**config.mk**
```make
export PLATFORM = sky130hd
export DESIGN_NAME = dual_disp_fill
export DESIGN_NICKNAME = d
export VERILOG_FILES = /design/src/rtl/disp_fill_pkg.sv /design/src/rtl/pix_fifo.sv /design/src/rtl/burst_req.sv /design/src/rtl/dual_disp_fill.sv
export SDC_FILE = /design/constraint.sdc
export NUM_CORES = 1
export LEC_CHECK = 0
export BUFFER_PORTS_ARGS = -buffer_cell sky130_fd_sc_hd__buf_2
export CAP_MARGIN = 20
export CORE_ASPECT_RATIO = 0.7
export CORE_UTILIZATION = 60
export CTS_CLUSTER_SIZE = 40
export DETAILED_ROUTE_END_ITERATION = 12
export HOLD_SLACK_MARGIN = 0.15
export PLACE_DENSITY = 0.76
export SYNTH_ARGS = -nofsm -noshare
export SYNTH_HDL_FRONTEND = slang
export SYNTH_HIERARCHICAL = 1
export SYNTH_SLANG_ARGS = --single-unit
```
**constraint.sdc**
```tcl
create_clock -name clk -period 6.15 [get_ports clk]
set_clock_uncertainty 0.05 [all_clocks]
set_input_delay 0.3075 -clock clk [delete_from_list [all_inputs] [get_ports clk]]
set_output_delay 0.3075 -clock clk [all_outputs]
set_load 0.005 [all_outputs]
```
**src/rtl/disp_fill_pkg.sv**
```systemverilog
package disp_fill_pkg;

    localparam int unsigned CFG_W       = 5;
    localparam int unsigned BIT_LCD_EN  = 0;
    localparam int unsigned BIT_VGA_EN  = 1;
    localparam int unsigned BIT_MODE    = 2;
    localparam int unsigned BIT_LCD_UF  = 3;
    localparam int unsigned BIT_VGA_UF  = 4;

    localparam int unsigned N_DISP = 2;
    localparam int unsigned IDX_LCD = 0;
    localparam int unsigned IDX_VGA = 1;

    typedef enum logic {
        FILL_SPLIT  = 1'b0,
        FILL_SHARED = 1'b1
    } fill_mode_e;

    typedef struct packed {
        logic       vga_uf;
        logic       lcd_uf;
        fill_mode_e mode;
        logic       vga_en;
        logic       lcd_en;
    } ctrl_t;

    function automatic ctrl_t ctrl_from_bits(input logic [CFG_W-1:0] b);
        ctrl_t c;
        c.lcd_en = b[BIT_LCD_EN];
        c.vga_en = b[BIT_VGA_EN];
        c.mode   = fill_mode_e'(b[BIT_MODE]);
        c.lcd_uf = b[BIT_LCD_UF];
        c.vga_uf = b[BIT_VGA_UF];
        return c;
    endfunction

    function automatic logic [CFG_W-1:0] ctrl_to_bits(input ctrl_t c);
        logic [CFG_W-1:0] b;
        b = '0;
        b[BIT_LCD_EN] = c.lcd_en;
        b[BIT_VGA_EN] = c.vga_en;
        b[BIT_MODE]   = c.mode;
        b[BIT_LCD_UF] = c.lcd_uf;
        b[BIT_VGA_UF] = c.vga_uf;
        return b;
    endfunction

endpackage

```
**src/rtl/pix_fifo.sv**
```systemverilog
module pix_fifo #(
    parameter int unsigned DW    = 24,
    parameter int unsigned DEPTH = 16,
    localparam int unsigned AW   = $clog2(DEPTH),
    localparam int unsigned LW   = $clog2(DEPTH + 1)
) (
    input  logic          clk,
    input  logic          rst,
    input  logic          flush,
    input  logic          push,
    input  logic [DW-1:0] wdata,
    input  logic          pop,
    output logic [DW-1:0] rdata,
    output logic          empty,
    output logic          full,
    output logic [LW-1:0] free
);
    localparam logic [LW-1:0] DEPTH_LV = LW'(DEPTH);

    logic [DW-1:0] mem [DEPTH];
    logic [AW-1:0] wptr, rptr;
    logic [LW-1:0] level;
    logic          do_push, do_pop;

    assign empty   = (level == '0);
    assign full    = (level == DEPTH_LV);
    assign free    = DEPTH_LV - level;
    assign do_push = push && !full;
    assign do_pop  = pop && !empty;
    assign rdata   = mem[rptr];

    always_ff @(posedge clk) begin
        if (do_push) begin
            mem[wptr] <= wdata;
        end
    end

    always_ff @(posedge clk) begin
        if (rst || flush) begin
            wptr  <= '0;
            rptr  <= '0;
            level <= '0;
        end else begin
            if (do_push) wptr <= wptr + 1'b1;
            if (do_pop)  rptr <= rptr + 1'b1;
            case ({do_push, do_pop})
                2'b10:   level <= level + 1'b1;
                2'b01:   level <= level - 1'b1;
                default: level <= level;
            endcase
        end
    end

endmodule

```
**src/rtl/burst_req.sv**
```systemverilog
module burst_req #(
    parameter int unsigned BURST = 4,
    localparam int unsigned CW   = (BURST > 1) ? $clog2(BURST) : 1
) (
    input  logic clk,
    input  logic rst,
    input  logic enable,
    input  logic room_ok,
    input  logic wvalid,
    output logic req,
    output logic take
);
    localparam logic [CW-1:0] LAST = CW'(BURST - 1);

    logic [CW-1:0] taken;

    assign take = req && wvalid && enable;

    always_ff @(posedge clk) begin
        if (rst || !enable) begin
            req   <= 1'b0;
            taken <= '0;
        end else if (req) begin
            if (take) begin
                if (taken == LAST) begin
                    req   <= 1'b0;
                    taken <= '0;
                end else begin
                    taken <= taken + 1'b1;
                end
            end
        end else if (room_ok) begin
            req   <= 1'b1;
            taken <= '0;
        end
    end

endmodule

```
**src/rtl/dual_disp_fill.sv**
```systemverilog
module dual_disp_fill
    import disp_fill_pkg::*;
#(
    parameter int unsigned DW    = 24,
    parameter int unsigned DEPTH = 16,
    parameter int unsigned BURST = 4,
    localparam int unsigned LW   = $clog2(DEPTH + 1)
) (
    input  logic             clk,
    input  logic             rst,
    input  logic             cfg_we,
    input  logic [CFG_W-1:0] cfg_wdata,
    output logic [CFG_W-1:0] cfg_rdata,
    output logic             lcd_req,
    input  logic             lcd_wvalid,
    input  logic [DW-1:0]    lcd_wdata,
    output logic             vga_req,
    input  logic             vga_wvalid,
    input  logic [DW-1:0]    vga_wdata,
    input  logic             lcd_pop,
    output logic [DW-1:0]    lcd_rdata,
    output logic             lcd_empty,
    input  logic             vga_pop,
    output logic [DW-1:0]    vga_rdata,
    output logic             vga_empty
);
    localparam logic [LW-1:0] BURST_LV = LW'(BURST);

    ctrl_t ctrl_q, wr_c;
    logic  shared;

    logic [N_DISP-1:0]         en, push, popi, empty, full, room, ch_en, ch_room;
    logic [N_DISP-1:0]         ch_valid, ch_req, ch_take, uf_set;
    logic [N_DISP-1:0][DW-1:0] wd, rd;
    logic [N_DISP-1:0][LW-1:0] free;

    assign shared = (ctrl_q.mode == FILL_SHARED);
    assign en     = {ctrl_q.vga_en, ctrl_q.lcd_en};
    assign wr_c   = ctrl_from_bits(cfg_wdata);

    // Control register: enables, mode guarded by both enables off, W1C flags
    always_ff @(posedge clk) begin
        if (rst) begin
            ctrl_q <= '{vga_uf: 1'b0, lcd_uf: 1'b0, mode: FILL_SPLIT,
                        vga_en: 1'b0, lcd_en: 1'b0};
        end else begin
            if (cfg_we) begin
                ctrl_q.lcd_en <= wr_c.lcd_en;
                ctrl_q.vga_en <= wr_c.vga_en;
                if (!ctrl_q.lcd_en && !ctrl_q.vga_en) begin
                    ctrl_q.mode <= wr_c.mode;
                end
            end
            ctrl_q.lcd_uf <= uf_set[IDX_LCD] |
                             (ctrl_q.lcd_uf & ~(cfg_we & wr_c.lcd_uf));
            ctrl_q.vga_uf <= uf_set[IDX_VGA] |
                             (ctrl_q.vga_uf & ~(cfg_we & wr_c.vga_uf));
        end
    end

    assign cfg_rdata = ctrl_to_bits(ctrl_q);

    // Channel steering: in shared mode channel 0 serves both queues
    always_comb begin
        ch_en[IDX_LCD]   = shared ? (en[IDX_LCD] & en[IDX_VGA]) : en[IDX_LCD];
        ch_room[IDX_LCD] = shared ? (room[IDX_LCD] & room[IDX_VGA]) : room[IDX_LCD];
        ch_en[IDX_VGA]   = shared ? 1'b0 : en[IDX_VGA];
        ch_room[IDX_VGA] = room[IDX_VGA];
        ch_valid         = {vga_wvalid, lcd_wvalid};

        push[IDX_LCD] = ch_take[IDX_LCD];
        wd[IDX_LCD]   = lcd_wdata;
        push[IDX_VGA] = shared ? ch_take[IDX_LCD] : ch_take[IDX_VGA];
        wd[IDX_VGA]   = shared ? lcd_wdata : vga_wdata;
    end

    assign popi = {vga_pop, lcd_pop};

    for (genvar g = 0; g < N_DISP; g++) begin : g_disp
        assign room[g]   = (free[g] >= BURST_LV);
        assign uf_set[g] = popi[g] & empty[g] & en[g];

        pix_fifo #(.DW(DW), .DEPTH(DEPTH)) i_fifo (
            .clk   (clk),
            .rst   (rst),
            .flush (!en[g]),
            .push  (push[g]),
            .wdata (wd[g]),
            .pop   (popi[g] & en[g]),
            .rdata (rd[g]),
            .empty (empty[g]),
            .full  (full[g]),
            .free  (free[g])
        );

        burst_req #(.BURST(BURST)) i_req (
            .clk     (clk),
            .rst     (rst),
            .enable  (ch_en[g]),
            .room_ok (ch_room[g]),
            .wvalid  (ch_valid[g]),
            .req     (ch_req[g]),
            .take    (ch_take[g])
        );
    end

    assign lcd_req   = ch_req[IDX_LCD];
    assign vga_req   = ch_req[IDX_VGA];
    assign lcd_rdata = rd[IDX_LCD];
    assign vga_rdata = rd[IDX_VGA];
    assign lcd_empty = empty[IDX_LCD];
    assign vga_empty = empty[IDX_VGA];

endmodule

```
==> impl_metrics.csv <==
group,metric,value,unit
cts,cts_setup_buffers,0,
synth,avgSynthCellArea,22.5,sq um
place,dp_hpwl,35.5,mm
floorplan,ioPinCount,117,
timing,timing.setup.tns,0,ns
global_route,grt_first_pass_wirelength,98.0,mm
route,routed_length_per_instance,28.7,um
cts,worst_setup_hold_path_clk_slew,0.06,ns
route,routed_wl,66.7,mm
route,first_iter_violations,1737,
job,cap_viol_max_count,0,
timing,grt_setup_unrepaired,"false",
timing,hold_viol_final,0,
min_path,whs_path_depth,2,
floorplan,die_height,194,um
setup_path,critical_path.top_delay_family,"simple AND/OR/NAND/NOR gates",
timing,layout_worst_path_cycle_share,63.6,%
setup_path,highest_fanout_seen_on_the_critical_path,30,
setup_path,crit_path_cell_trace,"a21oi_1, nand3_2, clkinv_2, mux2_2, nor2b_1, inv_2, ha_1, xor2_1, ha_1, or4_1, o21ai_0, or4_1, a21o_1, a21oi_1",
cts,post_cts_resize_count,0,
place,port_buffers,116,
global_route,largest_net_degree_at_the_start_of_global_routing,97,
synth,number_of_nets_produced_by_synthesis,1490,
floorplan,initial_core_utilization,60.7,%
floorplan,design.die.area,53800,sq um
setup_path,worst_path_buffer_plus_inverter_count,2,
setup_path,critPathRequiredTime,6.64,ns
global_route,grt-ovfl-total,0,
global_route,initial_antenna_violation_count,4,
setup_path,crit_type,"flop to flop",
setup_path,r2r_slack,2.24,ns
setup_path,cp_slowest_cell,"sky130_fd_sc_hd__dfxtp_2",
cts,h-tree-depth,3,
cts,worst_skew_pair.late_latency,0.60,ns
global_route,groute.usage.overall,25.3,%
layout,nets,1666,
setup_path,timing.rr.start,"shared",
layout,area_growth_syn_to_layout,13.6,%
route,num_vias,15000,
timing,slew_viol_final,0,
power,peakVddDrop,0.191,mV
route,post-route-drc-count,0,
setup_path,critical_path_cell_count,14,
setup_path,crit_path_start_kind,"flop",
floorplan,core-area,52200,sq um
layout,layout-drive-gt1-share,33.8,%
timing,setup_viol_count_final,0,
setup_path,worst_setup_path_endpoint,"g_disp[1].i_fifo/level[4]",
route,post_drt_antenna_nets,0,
cts,tritoncts.num_buffers,73,
setup_path,cp-startpoint,"shared",
synth,warning_count_from_the_yosys_run,6,
synth,netlist_area,31700,sq um
setup_path,critical_path_arrival,4.39,ns
global_route,first_global_vias,15300,
route,drt-pass1-iter-count,5,
cts,clock_sinks,813,
layout,final_cell_area,36000,sq um
place,place_area,33000,sq um
cts,clock-root-buffer,"sky130_fd_sc_hd__clkbuf_16",
synth,post_synth_inst_count,1408,
cts,ctsLongestPathBuffers,3,
timing,tightest_slew,1.13,ns
cts,cts_tree,"yes",
timing,layout_min_cycle_time,3.91,ns
setup_path,worst_setup_path_end_kind,"flop",
power,p_leak,11.1,nW
setup_path,slowest_delay,0.89,ns
min_path,hold_path_class,"input pin to flop",
setup_path,worstReg2RegEnd,"g_disp[1].i_fifo/level[4]",
timing,holdWs,0.223,ns
status,outcome,"finished clean",
route,viasPerCell,6.43,
floorplan,row_count,70,
power,power_density,302,nW/um^2
timing,maxSlewHeadroom,24.3,%
floorplan,die_w,277,um
place,gpl.final_weighted_congestion,0.762,
setup_path,ff2ff_path_depth,14,
timing,fmax,256,MHz
state kept, by name, summed over array words and instances, names as in the netlist, named ones only:
| signal | flops |
|---|---|
| g_disp.i_fifo/mem | 768 |
| g_disp.i_fifo/level | 10 |
| cfg_rdata | 4 |
| g_disp.i_fifo/wptr | 8 |
| g_disp.i_req/taken | 4 |
| g_disp.i_fifo/rptr | 8 |
| g_disp.i_req/req | 2 |
| shared | 1 |
final cells by class:
type / instances / area [sq um]
antenna: 2 / 5.00
inverter: 19 / 73.8
sequential: 813 / 24000
clock inverter: 42 / 472
fill: 3099 / 16200
multi-input combinational: 498 / 7410
timing repair buffer: 179 / 1250
tap: 684 / 856
clock buffer: 90 / 1940
metrics by stage:
| stage | instances | power [W] | setup slack (ns) | utilization (%) |
|---|---|---|---|---|
| floorplan | 1408 | 0.00627 | 2.33 | - |
| global placement | 2144 | 0.00635 | 2.53 | 63.3 |
| detailed placement | 2144 | 0.00636 | 2.34 | 63.3 |
| CTS | 2322 | 0.0109 | 2.33 | 68.8 |
| global route | 2325 | 0.0111 | 2.02 | 68.9 |
| finish | 2327 | 0.0109 | 2.24 | 69.0 |
timing repair:
item,4_1_cts,5_1_grt
hold buffers,46,0
setup endpoints to repair,0,0
hold endpoints to repair,504,0
report_power, final:
part	total, W	internal (W)	leakage (nW)	switching, W
sequential	0.00608	0.00607	7.27	0.00000856
combinational	0.000187	0.0000589	2.63	0.000128
clock	0.00461	0.00264	1.18	0.00197
total	0.0109	0.00877	11.1	0.00210
layer usage:
metal / track usage (%) / vias to the layer above / part of all wire (%)
li1: - / 6229 / -
met1: 37.5 / 7922 / 42
met2: 38.6 / 681 / 47
met3: 5.51 / 123 / 8.4
met4: 7.96 / 4 / 2.6
met5: 0 / - / 0.034
worst reg2reg max path, cell delays in order, from the launching register on:
cell                       delay [ns]
sky130_fd_sc_hd__dfxtp_2         0.89
sky130_fd_sc_hd__a21oi_1         0.23
sky130_fd_sc_hd__nand3_2         0.15
sky130_fd_sc_hd__clkinv_2        0.10
sky130_fd_sc_hd__mux2_2          0.27
sky130_fd_sc_hd__nor2b_1         0.23
sky130_fd_sc_hd__inv_2           0.15
sky130_fd_sc_hd__ha_1            0.35
sky130_fd_sc_hd__xor2_1          0.19
sky130_fd_sc_hd__ha_1            0.21
sky130_fd_sc_hd__or4_1           0.12
sky130_fd_sc_hd__o21ai_0         0.12
sky130_fd_sc_hd__or4_1           0.46
sky130_fd_sc_hd__a21o_1          0.20
sky130_fd_sc_hd__a21oi_1         0.12
layout by cell type, fill, tap and decap left out, drive strengths merged, types with 4 or more instances in the layout:
cell	n
a21oi	14
a31oi	4
mux2i	7
nand4	4
o21ai	6
or4	4
mux2	25
dlygate4sd3	46
edfxtp	768
buf	133
clkbuf	90
ha	22
nor2b	8
xor2	14
dfxtp	45
nand2b	12
a32oi	4
nand2	24
xnor2	9
mux4	240
nand3	14
nor2	58
inv	18
nor3	10
bufinv	9
clkinv	32
worst min-delay path by stage:
| stage | from | slack, ns | to |
|---|---|---|---|
| after floorplan | rst | 0.33 | cfg_rdata[3] |
| after global placement | g_disp[1].i_req/taken[1] | 0.42 | g_disp[1].i_req/taken[1] |
| after detailed placement | g_disp[0].i_req/taken[1] | 0.42 | g_disp[0].i_req/taken[1] |
| after CTS | vga_wdata[3] | 0.19 | g_disp[1].i_fifo/mem[8][3] |
| after global routing | vga_wdata[3] | 0.23 | g_disp[1].i_fifo/mem[10][3] |
| final | vga_wdata[3] | 0.22 | g_disp[1].i_fifo/mem[8][3] |
Power figures use the tool's default switching activity.
